File: config.mk
export PLATFORM = sky130hd
export DESIGN_NAME = clkdiv_slice
export DESIGN_NICKNAME = d
export VERILOG_FILES = /design/src/rtl/clkdiv_pkg.sv /design/src/rtl/clkdiv_cfg_reg.sv /design/src/rtl/clkdiv_ratio_decode.sv /design/src/rtl/clkdiv_counter.sv /design/src/rtl/clkdiv_switch_fsm.sv /design/src/rtl/clkdiv_slice.sv
export SDC_FILE = /design/constraint.sdc
export NUM_CORES = 1
export LEC_CHECK = 0
export BUFFER_PORTS_ARGS = -buffer_cell sky130_fd_sc_hd__buf_2
export CORE_AREA = 3 3 66 49
export DETAILED_ROUTE_END_ITERATION = 10
export DIE_AREA = 0 0 69 52
export PLACE_DENSITY_LB_ADDON = 0.08
export RECOVER_POWER = 25
export SLEW_MARGIN = 40
export SYNTH_ARGS = -nofsm -noshare
export SYNTH_HDL_FRONTEND = slang
export SYNTH_SLANG_ARGS = --single-unit
File: constraint.sdc
create_clock -name clk_i -period 3.22 [get_ports clk_i]
set_input_delay 0.322 -clock clk_i [delete_from_list [all_inputs] [get_ports clk_i]]
set_output_delay 0.322 -clock clk_i [all_outputs]
set_load 0.02 [all_outputs]
File: src/rtl/clkdiv_pkg.sv
`timescale 1ns/1ps
package clkdiv_pkg;

    // Ratio encodings a slice can be built with.
    typedef enum logic [1:0] {
        RATIO_PLUS1 = 2'd0,   // n + 1
        RATIO_TWICE = 2'd1,   // 2 * (n + 1)
        RATIO_POW2  = 2'd2,   // 2 << n
        RATIO_BUS   = 2'd3    // bypass on reference, 2 << n on PLL
    } ratio_mode_e;

    // Source-switch and gating controller states.
    typedef enum logic [2:0] {
        SL_PARKED   = 3'd0,
        SL_ACTIVE   = 3'd1,
        SL_DRAINING = 3'd2,
        SL_SYNC_A   = 3'd3,
        SL_SYNC_B   = 3'd4
    } slice_state_e;

    // Counter width able to hold the largest ratio of a mode.
    function automatic int ratio_cnt_width(ratio_mode_e mode, int field_w);
        if (mode == RATIO_POW2 || mode == RATIO_BUS) begin
            return (1 << field_w) + 1;
        end
        return field_w + 2;
    endfunction

endpackage

File: src/rtl/clkdiv_cfg_reg.sv
`timescale 1ns/1ps
module clkdiv_cfg_reg #(
    parameter int REG_W    = 32,
    parameter int DIV_W    = 4,
    parameter int DIV_OFF  = 8,
    parameter bit HAS_GATE = 1'b1,
    parameter int GATE_BIT = 0,
    parameter bit HAS_MUX  = 1'b1,
    parameter int MUX_BIT  = 1
) (
    input  logic             clk_i,
    input  logic             rst_ni,
    input  logic             we_i,
    input  logic [REG_W-1:0] wdata_i,
    output logic             gate_o,
    output logic             sel_o,
    output logic [DIV_W-1:0] field_o
);

    logic [DIV_W-1:0] field_q;
    logic             unused_wdata;

    assign unused_wdata = ^wdata_i;

    always_ff @(posedge clk_i) begin
        if (!rst_ni) begin
            field_q <= '0;
        end else if (we_i) begin
            field_q <= wdata_i[DIV_OFF +: DIV_W];
        end
    end

    assign field_o = field_q;

    generate
        if (HAS_GATE) begin : g_gate
            logic gate_q;
            always_ff @(posedge clk_i) begin
                if (!rst_ni) begin
                    gate_q <= 1'b0;
                end else if (we_i) begin
                    gate_q <= wdata_i[GATE_BIT];
                end
            end
            assign gate_o = gate_q;
        end else begin : g_no_gate
            assign gate_o = 1'b1;
        end

        if (HAS_MUX) begin : g_mux
            logic sel_q;
            always_ff @(posedge clk_i) begin
                if (!rst_ni) begin
                    sel_q <= 1'b0;
                end else if (we_i) begin
                    sel_q <= wdata_i[MUX_BIT];
                end
            end
            assign sel_o = sel_q;
        end else begin : g_no_mux
            assign sel_o = 1'b0;
        end
    endgenerate

endmodule

File: src/rtl/clkdiv_ratio_decode.sv
`timescale 1ns/1ps
module clkdiv_ratio_decode
    import clkdiv_pkg::*;
#(
    parameter ratio_mode_e MODE  = RATIO_PLUS1,
    parameter int          DIV_W = 4,
    parameter int          CNT_W = ratio_cnt_width(MODE, DIV_W)
) (
    input  logic [DIV_W-1:0] field_i,
    input  logic             src_pll_i,
    output logic [CNT_W-1:0] ratio_o
);

    localparam logic [CNT_W-1:0] ONE_C = CNT_W'(1);
    localparam logic [CNT_W-1:0] TWO_C = CNT_W'(2);

    logic [CNT_W-1:0] field_ext;
    assign field_ext = {{(CNT_W-DIV_W){1'b0}}, field_i};

    generate
        if (MODE == RATIO_PLUS1) begin : g_plus1
            logic unused_src;
            assign unused_src = src_pll_i;
            assign ratio_o    = field_ext + ONE_C;
        end else if (MODE == RATIO_TWICE) begin : g_twice
            logic unused_src;
            assign unused_src = src_pll_i;
            assign ratio_o    = (field_ext + ONE_C) << 1;
        end else if (MODE == RATIO_POW2) begin : g_pow2
            logic unused_src;
            assign unused_src = src_pll_i;
            assign ratio_o    = TWO_C << field_i;
        end else begin : g_bus
            // Reference is bypassed; the PLL path takes a power-of-two divide.
            assign ratio_o = src_pll_i ? (TWO_C << field_i) : ONE_C;
        end
    endgenerate

endmodule

File: src/rtl/clkdiv_counter.sv
`timescale 1ns/1ps
module clkdiv_counter #(
    parameter int CNT_W = 6
) (
    input  logic             clk_i,
    input  logic             rst_ni,
    input  logic             tick_i,
    input  logic             run_i,
    input  logic             stop_i,
    input  logic [CNT_W-1:0] ratio_i,
    output logic             clk_o,
    output logic             stb_o,
    output logic             idle_o
);

    localparam logic [CNT_W-1:0] ONE_C = CNT_W'(1);

    logic [CNT_W-1:0] cnt_q;
    logic [CNT_W-1:0] act_q;
    logic [CNT_W-1:0] cnt_inc;
    logic [CNT_W-1:0] half_w;
    logic             at_end;
    logic             clk_q;
    logic             stb_q;
    logic             idle_q;

    assign cnt_inc = cnt_q + ONE_C;
    assign at_end  = (cnt_inc == act_q);
    assign half_w  = (act_q == ONE_C) ? ONE_C : (act_q >> 1);

    always_ff @(posedge clk_i) begin
        if (!rst_ni) begin
            cnt_q  <= '0;
            act_q  <= ONE_C;
            clk_q  <= 1'b0;
            stb_q  <= 1'b0;
            idle_q <= 1'b1;
        end else begin
            stb_q <= 1'b0;
            if (!run_i) begin
                cnt_q  <= '0;
                clk_q  <= 1'b0;
                idle_q <= 1'b1;
            end else if (tick_i) begin
                if (!stop_i && (idle_q || at_end)) begin
                    // Period start: the ratio is reloaded only here.
                    cnt_q  <= '0;
                    act_q  <= ratio_i;
                    clk_q  <= 1'b1;
                    stb_q  <= 1'b1;
                    idle_q <= 1'b0;
                end else if (idle_q) begin
                    cnt_q <= '0;
                end else if (at_end) begin
                    // Stop request honoured only at a full period boundary.
                    cnt_q  <= '0;
                    clk_q  <= 1'b0;
                    idle_q <= 1'b1;
                end else begin
                    cnt_q <= cnt_inc;
                    clk_q <= (cnt_inc < half_w);
                end
            end
        end
    end

    assign clk_o  = clk_q;
    assign stb_o  = stb_q;
    assign idle_o = idle_q;

    // a strobe always coincides with the output high phase.
    p_stb_in_high_r5: assert property (@(posedge clk_i) disable iff (!rst_ni)
        stb_q |-> clk_q);

    // the count never runs past the ratio latched for the period.
    p_cnt_in_range_r9: assert property (@(posedge clk_i) disable iff (!rst_ni)
        !idle_q |-> (cnt_q < act_q));

    // the active ratio changes only together with a period-start strobe.
    p_reload_on_start_r9: assert property (@(posedge clk_i) disable iff (!rst_ni)
        !$stable(act_q) |-> stb_q);

    // a stopped divider drives a low output.
    p_idle_low_r7: assert property (@(posedge clk_i) disable iff (!rst_ni)
        idle_q |-> !clk_q);

endmodule

File: src/rtl/clkdiv_switch_fsm.sv
`timescale 1ns/1ps
module clkdiv_switch_fsm
    import clkdiv_pkg::*;
(
    input  logic clk_i,
    input  logic rst_ni,
    input  logic gate_i,
    input  logic sel_i,
    input  logic core_idle_i,
    output logic run_o,
    output logic stop_o,
    output logic src_pll_o
);

    slice_state_e state_q;
    slice_state_e state_d;
    logic         src_q;

    // State register.
    always_ff @(posedge clk_i) begin
        if (!rst_ni) begin
            state_q <= SL_PARKED;
        end else begin
            state_q <= state_d;
        end
    end

    // Active source is loaded only on the handshake exit.
    always_ff @(posedge clk_i) begin
        if (!rst_ni) begin
            src_q <= 1'b0;
        end else if (state_q == SL_SYNC_B && gate_i) begin
            src_q <= sel_i;
        end
    end

    // Next-state logic.
    always_comb begin
        state_d = state_q;
        unique case (state_q)
            SL_PARKED:   if (gate_i) state_d = SL_SYNC_A;
            SL_ACTIVE:   if (!gate_i || (sel_i != src_q)) state_d = SL_DRAINING;
            SL_DRAINING: if (core_idle_i) state_d = SL_SYNC_A;
            SL_SYNC_A:   state_d = SL_SYNC_B;
            SL_SYNC_B:   state_d = gate_i ? SL_ACTIVE : SL_PARKED;
            default:     state_d = SL_PARKED;
        endcase
    end

    // Outputs decoded from the state.
    always_comb begin
        run_o  = 1'b0;
        stop_o = 1'b0;
        unique case (state_q)
            SL_ACTIVE:   run_o = 1'b1;
            SL_DRAINING: begin
                run_o  = 1'b1;
                stop_o = 1'b1;
            end
            SL_PARKED, SL_SYNC_A, SL_SYNC_B: run_o = 1'b0;
            default:     run_o = 1'b0;
        endcase
    end

    assign src_pll_o = src_q;

    // the source flips only when leaving the second handshake state.
    p_src_after_sync_r10: assert property (@(posedge clk_i) disable iff (!rst_ni)
        !$stable(src_q) |-> ($past(state_q) == SL_SYNC_B));

    // the divider is stopped whenever the slice is parked or syncing.
    p_parked_idle_r7: assert property (@(posedge clk_i) disable iff (!rst_ni)
        (state_q == SL_PARKED || state_q == SL_SYNC_A || state_q == SL_SYNC_B)
            |-> core_idle_i);

    // draining holds until the divider reports a completed period.
    p_drain_waits_r10: assert property (@(posedge clk_i) disable iff (!rst_ni)
        (state_q == SL_DRAINING && !core_idle_i) |=> (state_q == SL_DRAINING));

endmodule

File: src/rtl/clkdiv_slice.sv
`timescale 1ns/1ps
module clkdiv_slice
    import clkdiv_pkg::*;
#(
    parameter ratio_mode_e MODE     = RATIO_PLUS1,
    parameter int          REG_W    = 32,
    parameter int          DIV_W    = 4,
    parameter int          DIV_OFF  = 8,
    parameter bit          HAS_GATE = 1'b1,
    parameter int          GATE_BIT = 0,
    parameter bit          HAS_MUX  = 1'b1,
    parameter int          MUX_BIT  = 1
) (
    input  logic             clk_i,
    input  logic             rst_ni,
    input  logic             ref_tick_i,
    input  logic             pll_tick_i,
    input  logic             cfg_we_i,
    input  logic [REG_W-1:0] cfg_wdata_i,
    output logic             clk_o,
    output logic             rate_stb_o,
    output logic             src_pll_o
);

    localparam int CNT_W = ratio_cnt_width(MODE, DIV_W);

    logic             gate_w;
    logic             sel_w;
    logic [DIV_W-1:0] field_w;
    logic [CNT_W-1:0] ratio_w;
    logic             src_pll_w;
    logic             run_w;
    logic             stop_w;
    logic             idle_w;
    logic             tick_w;

    clkdiv_cfg_reg #(
        .REG_W(REG_W), .DIV_W(DIV_W), .DIV_OFF(DIV_OFF),
        .HAS_GATE(HAS_GATE), .GATE_BIT(GATE_BIT),
        .HAS_MUX(HAS_MUX), .MUX_BIT(MUX_BIT)
    ) u_cfg (
        .clk_i(clk_i), .rst_ni(rst_ni), .we_i(cfg_we_i), .wdata_i(cfg_wdata_i),
        .gate_o(gate_w), .sel_o(sel_w), .field_o(field_w)
    );

    clkdiv_ratio_decode #(.MODE(MODE), .DIV_W(DIV_W), .CNT_W(CNT_W)) u_dec (
        .field_i(field_w), .src_pll_i(src_pll_w), .ratio_o(ratio_w)
    );

    clkdiv_switch_fsm u_fsm (
        .clk_i(clk_i), .rst_ni(rst_ni), .gate_i(gate_w), .sel_i(sel_w),
        .core_idle_i(idle_w), .run_o(run_w), .stop_o(stop_w), .src_pll_o(src_pll_w)
    );

    assign tick_w = src_pll_w ? pll_tick_i : ref_tick_i;

    clkdiv_counter #(.CNT_W(CNT_W)) u_cnt (
        .clk_i(clk_i), .rst_ni(rst_ni), .tick_i(tick_w), .run_i(run_w),
        .stop_i(stop_w), .ratio_i(ratio_w),
        .clk_o(clk_o), .stb_o(rate_stb_o), .idle_o(idle_w)
    );

    assign src_pll_o = src_pll_w;

    // every period start is caused by a tick of the active source.
    p_stb_after_tick_r5: assert property (@(posedge clk_i) disable iff (!rst_ni)
        rate_stb_o |-> $past(tick_w));

    // a slice built without a mux never leaves the reference.
    p_no_mux_ref_r8: assert property (@(posedge clk_i) disable iff (!rst_ni)
        !HAS_MUX |-> !src_pll_o);

endmodule

# After elaboration in Yosys (flattened, before gate mapping)
# Index checks and enable logic that the tools add are counted.
word_totals:
  register_bits: 25
  inputBits: 37
  output_inout_bits: 3
  word_cells: 56
classes:
  addsub: 2
  order_cmp: 1
  n_eq_ne: 11
  mux: 19
  n_reduce_logical: 13
op_table:
  columns: ["op", "count"]
  rows:
  - ["two-way mux 6 bit", 3]
  - ["one-hot mux 3 bit (5 select lines)", 1]
  - ["two-way mux 1 bit", 11]
  - ["two-way mux 3 bit", 3]
  - ["AND reduction 3 bit", 3]
  - ["adder 6 x 1 -> 6 bit, second input constant", 1]
  - ["== test 3 x 2 -> 1 bit, second input constant", 2]
  - ["== test 6 x 1 -> 1 bit, second input constant", 1]
  - ["== test 6 bit", 1]
  - ["< comparator 6 bit", 1]
  - ["adder 4 x 1 -> 5 bit, second input constant", 1]
  - ["two-way mux 5 bit", 1]
  - ["!= test 2 x 1 -> 1 bit, second input constant", 2]
  - ["!= test 2 bit, second input constant", 2]
  - ["AND reduction 2 bit", 2]
  - ["== test 3 x 1 -> 1 bit, second input constant", 1]
  - ["== test 3 bit, second input constant", 1]
  - ["logical NOT 3 bit", 1]
  - ["logical AND 1 bit", 2]
  - ["logical NOT 1 bit", 2]
  - ["logical OR 1 bit", 2]
  - ["OR reduction 2 bit", 1]
  - ["!= test 1 bit", 1]

# Logic depth before layout (Yosys ltp)
depth:
  word_depth: 6
  mapped_depth: 8
  depth_no_buf: 8

# Modules after synthesis
# From an unflattened synthesis, not the netlist that was laid out.
hier_totals:
  hier_cells: 152
  area_unflattened_um2: 1427.6
by_module_without_submodules:
  columns: ["mod", "instances", "cells_per_inst", "area_each_um2", "seq_area_each_um2"]
  rows:
  - ["clkdiv_counter", 1, 102, 922.1, 300.3]
  - ["clkdiv_cfg_reg", 1, 19, 229.0, 120.1]
  - ["clkdiv_switch_fsm", 1, 22, 203.9, 80.1]
  - ["clkdiv_ratio_decode", 1, 8, 57.6, 0.0]
  - ["clkdiv_slice", 1, 1, 15.0, 0.0]

# Worst setup path before layout
# OpenSTA, ideal clock, no wires.
synth_timing:
  kind: "register -> register"
  startpoint: "reg u_cnt.cnt_q[0]"
  endpoint: "reg u_cnt.act_q[0]"
  setup_ns: 0.121
  t_arrival_ns: 2.457
  required_time_ns: 3.099
  setup_slack_ns: 0.641
  path_stages_with_launch: 8
  path_buffers: 1
  period_less_slack_ns: 2.579
  cell_sequence: "dfxtp_1 -> ha_1 -> xor2_1 -> or4_1 -> or3_1 -> buf_6 -> a211oi_4 -> mux2_4"
synth_between:
  elab_chain_cells: 5
synth_rtl:
  columns: ["element", "line_no", "rtl"]
  rows:
  - ["from (decl)", "clkdiv_counter.sv:18", "logic [CNT_W-1:0] cnt_q;"]
  - ["from (signal assigned)", "clkdiv_counter.sv:60", "cnt_q <= cnt_inc;"]
  - ["adder 6 x 1 -> 6 bit", "clkdiv_counter.sv:27", "assign cnt_inc = cnt_q + ONE_C;"]
  - ["== test 6 bit", "clkdiv_counter.sv:28", "assign at_end = (cnt_inc == act_q);"]
  - ["logical OR 1 bit", "clkdiv_counter.sv:45", "if (!stop_i && (idle_q || at_end)) begin"]
  - ["logical AND 1 bit", "clkdiv_counter.sv:45", null]
  - ["AND reduction 3 bit (no line)", null, null]
  - ["to (signal assigned)", "clkdiv_counter.sv:48", "act_q <= ratio_i;"]
  - ["to (decl)", "clkdiv_counter.sv:19", "logic [CNT_W-1:0] act_q;"]
# No other way between the ends.
# A chain may end at the register's enable or synchronous reset.

# Final worst setup path
layout_timing:
  startpoint: "reg u_cnt.cnt_q[0]"
  endpoint: "reg u_cnt.act_q[4]"
# The elaborated chain is that of the path after synthesis.

==> load_flow_metrics.sql <==
INSERT INTO impl_metrics (metric_group, metric, value, unit) VALUES
('floorplanning', 'core_ar', '2720', 'um2'),
('yosys', 'synth.yosys.seq_area_share', '36.9', '%'),
('clock_tree', 'clockRootBuffer', 'sky130_fd_sc_hd__clkbuf_8', ''),
('sta', 'setup-tns-final', '0', 'ns'),
('drt', 'drt-pass1-iter-count', '4', ''),
('clock_tree', 'cts-buffers-inserted', '3', ''),
('drt', 'met3_length', '106', 'um'),
('floorplanning', 'floorplan.initialDensity', '47.8', '%'),
('clock_tree', 'cts_tree', 'done', ''),
('sta', 'setup_repair_after_global_routing_missed_its_margin', 'false', ''),
('placement', 'place.detailed.hpwl', '1790', 'um'),
('global_routing', 'grt-ovfl-total', '0', ''),
('drt', 'met1_routed_wirelength_after_detailed_routing', '1210', 'um'),
('sta', 'finalHoldViolCount', '0', ''),
('setup_path', 'critPathKind', 'reg -> reg', ''),
('drt', 'drc', '0', ''),
('drt', 'wl', '2350', 'um'),
('drt', 'number_of_violations_reported_at_the_end_of_detailed_routing_iteration_0', '26', ''),
('setup_path', 'crit_end', 'u_cnt.act_q[4]$_SDFFE_PN0P_', ''),
('global_routing', 'wire_length_of_the_first_global_routing_pass', '4150', 'um'),
('global_routing', 'track_usage', '14.7', '%'),
('run_status', 'status', 'completed', ''),
('yosys', 'syn-cell-area', '1300', 'um2'),
('placement', 'finalWeightedCongestion', '0.743', ''),
('global_routing', 'antenna_found_initial', '0', ''),
('yosys', 'synthesized_netlist_net_count', '184', ''),
('min_path', 'hp-class', 'in -> reg', ''),
('setup_path', 'cp_data_required_time', '3.42', 'ns'),
('clock_tree', 'clock_pin_slew_worst_setup_and_hold_paths', '0.08', 'ns'),
('global_routing', 'first_global_vias', '926', ''),
('drt', 'vias', '991', ''),
('yosys', 'synthesis.instances', '142', ''),
('run', 'maxCapViolCount', '0', ''),
('clock_tree', 'worst_skew_pair.late_latency', '0.26', 'ns'),
('clock_tree', 'htree_levels', '1', ''),
('sta', 'timing.max_slew.rel_slack', '67.5', '%'),
('placement', 'numPortBuffers', '13', ''),
('power_and_ir_drop', 'power.static_leakage', '0.607', 'nW'),
('clock_tree', 'cts_hold_buffers', '0', ''),
('floorplanning', 'rows', '16', ''),
('yosys', 'yosys_warnings', '0', ''),
('sta', 'layout_min_cycle_time', '2.61', 'ns'),
('sta', 'fmax', '383', 'MHz'),
('clock_tree', 'count_of_clock_tree_sinks', '24', ''),
('setup_path', 'ff2ff_setup_slack', '0.61', 'ns'),
('setup_path', 'worst-endpoint-arrival', '2.81', 'ns'),
('floorplanning', 'chipWidth', '69', 'um'),
('floorplanning', 'die-height', '52', 'um'),
('final_layout', 'area.growth.synth_to_final', '11.0', '%'),
('clock_tree', 'post-cts-setup-buffer-count', '0', ''),
('setup_path', 'ff2ff_path_depth', '8', ''),
('sta', 'worst_slew_pin_slew', '0.485', 'ns'),
('floorplanning', 'num_io_pins', '40', ''),
('yosys', 'post_synth_num_cell_types', '38', ''),
('drt', 'antenna_violating_nets_post_route', '0', ''),
('final_layout', 'layout-drive-gt1-share', '16.8', '%'),
('final_layout', 'finish.instance_area', '1450', 'um2'),
('drt', 'routed_via_density', '5.19', ''),
('yosys', 'avgSynthCellArea', '9.17', 'um2'),
('clock_tree', 'ctsResizeCount', '0', ''),
('drt', 'top_signal_layer_used', 'met4', ''),
('global_routing', 'grt_max_degree', '21', ''),
('floorplanning', 'fp.dieArea', '3590', 'um2'),
('power_and_ir_drop', 'p_per_area', '412', 'nW/um2'),
('clock_tree', 'ctsLongestPathBuffers', '2', ''),
('setup_path', 'reg2reg_to', 'u_cnt.act_q[4]$_SDFFE_PN0P_', ''),
('final_layout', 'nets', '198', ''),
('setup_path', 'endpoint_kind', 'flop', ''),
('setup_path', 'reg2reg_from', 'u_cnt.cnt_q[0]$_SDFFE_PN0P_', ''),
('setup_path', 'cp-startpoint', 'u_cnt.cnt_q[0]$_SDFFE_PN0P_', ''),
('sta', 'maxSlewViolCount', '0', ''),
('placement', 'placed_cell_area', '1390', 'um2'),
('setup_path', 'cp-start-kind', 'flop', ''),
('drt', 'detailroute.wirelength.met2', '1010', 'um'),
('sta', 'period_share', '81.1', '%'),
('final_layout', 'antennaDiodeCount', '0', ''),
('sta', 'setup_viol_count_final', '0', ''),
('sta', 'fin_skew', '0.00537', 'ns'),
('yosys', 'synth-seq-cells', '24', ''),
('power_and_ir_drop', 'ir_worst_vdd', '0.000263', 'V'),
('setup_path', 'worstPathMaxFanout', '5', ''),
('drt', 'drt-wirelength-per-cell', '12.3', 'um');
registers in the layout, summed over array words and instances (netlist names):
name	cells
u_cfg.field_o	4
u_cnt.idle_o	1
u_cfg.gate_o	1
u_cnt.act_q	5
u_cnt.cnt_q	6
u_cnt.clk_o	1
u_fsm.state_q	3
u_cnt.stb_o	1
u_fsm.src_pll_o	1
u_cfg.sel_o	1
synth_stat cells, drive strengths merged:
library cell / n / area, um2
and2: 2 / 13.8
o31ai: 1 / 7.51
nand4: 1 / 6.26
nor3b: 1 / 7.51
nand2: 15 / 56.3
o21ai: 2 / 10.0
xor2: 7 / 68.8
a21oi: 6 / 30.0
a32oi: 3 / 26.3
a22oi: 1 / 7.51
nand3: 5 / 25.0
clkbuf: 4 / 15.0
nand2b: 1 / 6.26
o31a: 1 / 8.76
inv: 7 / 26.3
nor2: 10 / 37.5
ha: 5 / 62.6
xnor2: 7 / 61.3
and3: 1 / 6.26
mux2: 2 / 26.3
nand4b: 1 / 8.76
or3: 1 / 6.26
dfxtp: 24 / 480
o211ai: 1 / 7.51
a211oi: 3 / 35.0
nor2b: 9 / 56.3
a21o: 2 / 15.0
or4b: 1 / 10.0
a221o: 1 / 10.0
mux2i: 12 / 120
buf: 3 / 30.0
or4: 1 / 7.51
nor4: 1 / 6.26
kinds of logic after synthesis:
group	Yosys count	share of synthesized area, %
AOI/OAI and AO/OA	21	12.1
xor gates and xnor gates	14	9.99
adders and majority gates	5	4.80
buffers and inverters	14	5.48
DFF	24	36.9
muxes	14	11.2
and+or+nand+nor	50	19.5
power by group:
group / internal (mW) / switching [mW] / leakage (nW)
registers: 0.308 / 0.0150 / 0.195
logic: 0.0346 / 0.0387 / 0.383
clock network: 0.109 / 0.0906 / 0.0288
total: 0.451 / 0.144 / 0.607
metal layers:
metal | track usage, % | vias to the layer above
met5 | 0 | -
met3 | 4.05 | 4
met4 | 3.90 | 0
met2 | 23.4 | 17
li1 | - | 512
met1 | 19.6 | 458
worst min path at each step:
stage | start | cells past startpoint | endpoint
finish | cfg_wdata_i[11] | 3 | u_cfg.field_o[3]$_SDFFE_PN0P_
global route | cfg_wdata_i[10] | 3 | u_cfg.field_o[2]$_SDFFE_PN0P_
CTS | cfg_wdata_i[11] | 3 | u_cfg.field_o[3]$_SDFFE_PN0P_
detailed placement | u_cnt.act_q[2]$_SDFFE_PN0P_ | 2 | u_cnt.act_q[2]$_SDFFE_PN0P_
global placement | u_cnt.act_q[2]$_SDFFE_PN0P_ | 2 | u_cnt.act_q[2]$_SDFFE_PN0P_
floorplan | u_cnt.act_q[2]$_SDFFE_PN0P_ | 2 | u_cnt.act_q[2]$_SDFFE_PN0P_
critical path, stage by stage (launching register included):
cell and delay [ns]:
sky130_fd_sc_hd__dfxtp_1 0.42, sky130_fd_sc_hd__ha_1 0.25, sky130_fd_sc_hd__xor2_2 0.24, sky130_fd_sc_hd__xnor2_1 0.10, sky130_fd_sc_hd__or4_1 0.39, sky130_fd_sc_hd__or3_1 0.41
sky130_fd_sc_hd__a211oi_4 0.35, sky130_fd_sc_hd__buf_4 0.20, sky130_fd_sc_hd__mux2i_1 0.18
final cells by class:
cell class,count,area (um2)
clock buffer,4,55.1
tap,36,45.0
multi-input combinational,104,751
timing repair buffer,16,87.6
inverter,7,26.3
fill,280,1280
sequential,24,480
metrics by stage:
stage	worst slack, ns	hold WS, ns	std cells	utilization [%]	total power [mW]
3_3_place_gp	0.663	0.461	187	51.1	0.401
5_1_grt	0.468	0.309	191	53.1	0.635
3_5_place_dp	0.643	0.475	187	51.1	0.403
2_1_floorplan	0.641	0.443	142	-	0.386
6_report	0.610	0.312	191	53.1	0.596
4_1_cts	0.594	0.310	191	53.1	0.607
cells in the final DEF, fill, tap and decap left out, types with 6 or more instances in the layout:
cell type | netlist | routed
sky130_fd_sc_hd__mux2i_1 | 12 | 12
sky130_fd_sc_hd__xor2_1 | 6 | 6
sky130_fd_sc_hd__buf_2 | 0 | 13
sky130_fd_sc_hd__a21oi_1 | 6 | 6
sky130_fd_sc_hd__xnor2_1 | 7 | 7
sky130_fd_sc_hd__nor2_1 | 10 | 10
sky130_fd_sc_hd__dfxtp_1 | 24 | 24
sky130_fd_sc_hd__inv_1 | 7 | 7
sky130_fd_sc_hd__nand2_1 | 15 | 15
sky130_fd_sc_hd__nor2b_1 | 9 | 9
Power figures use the tool's default switching activity.
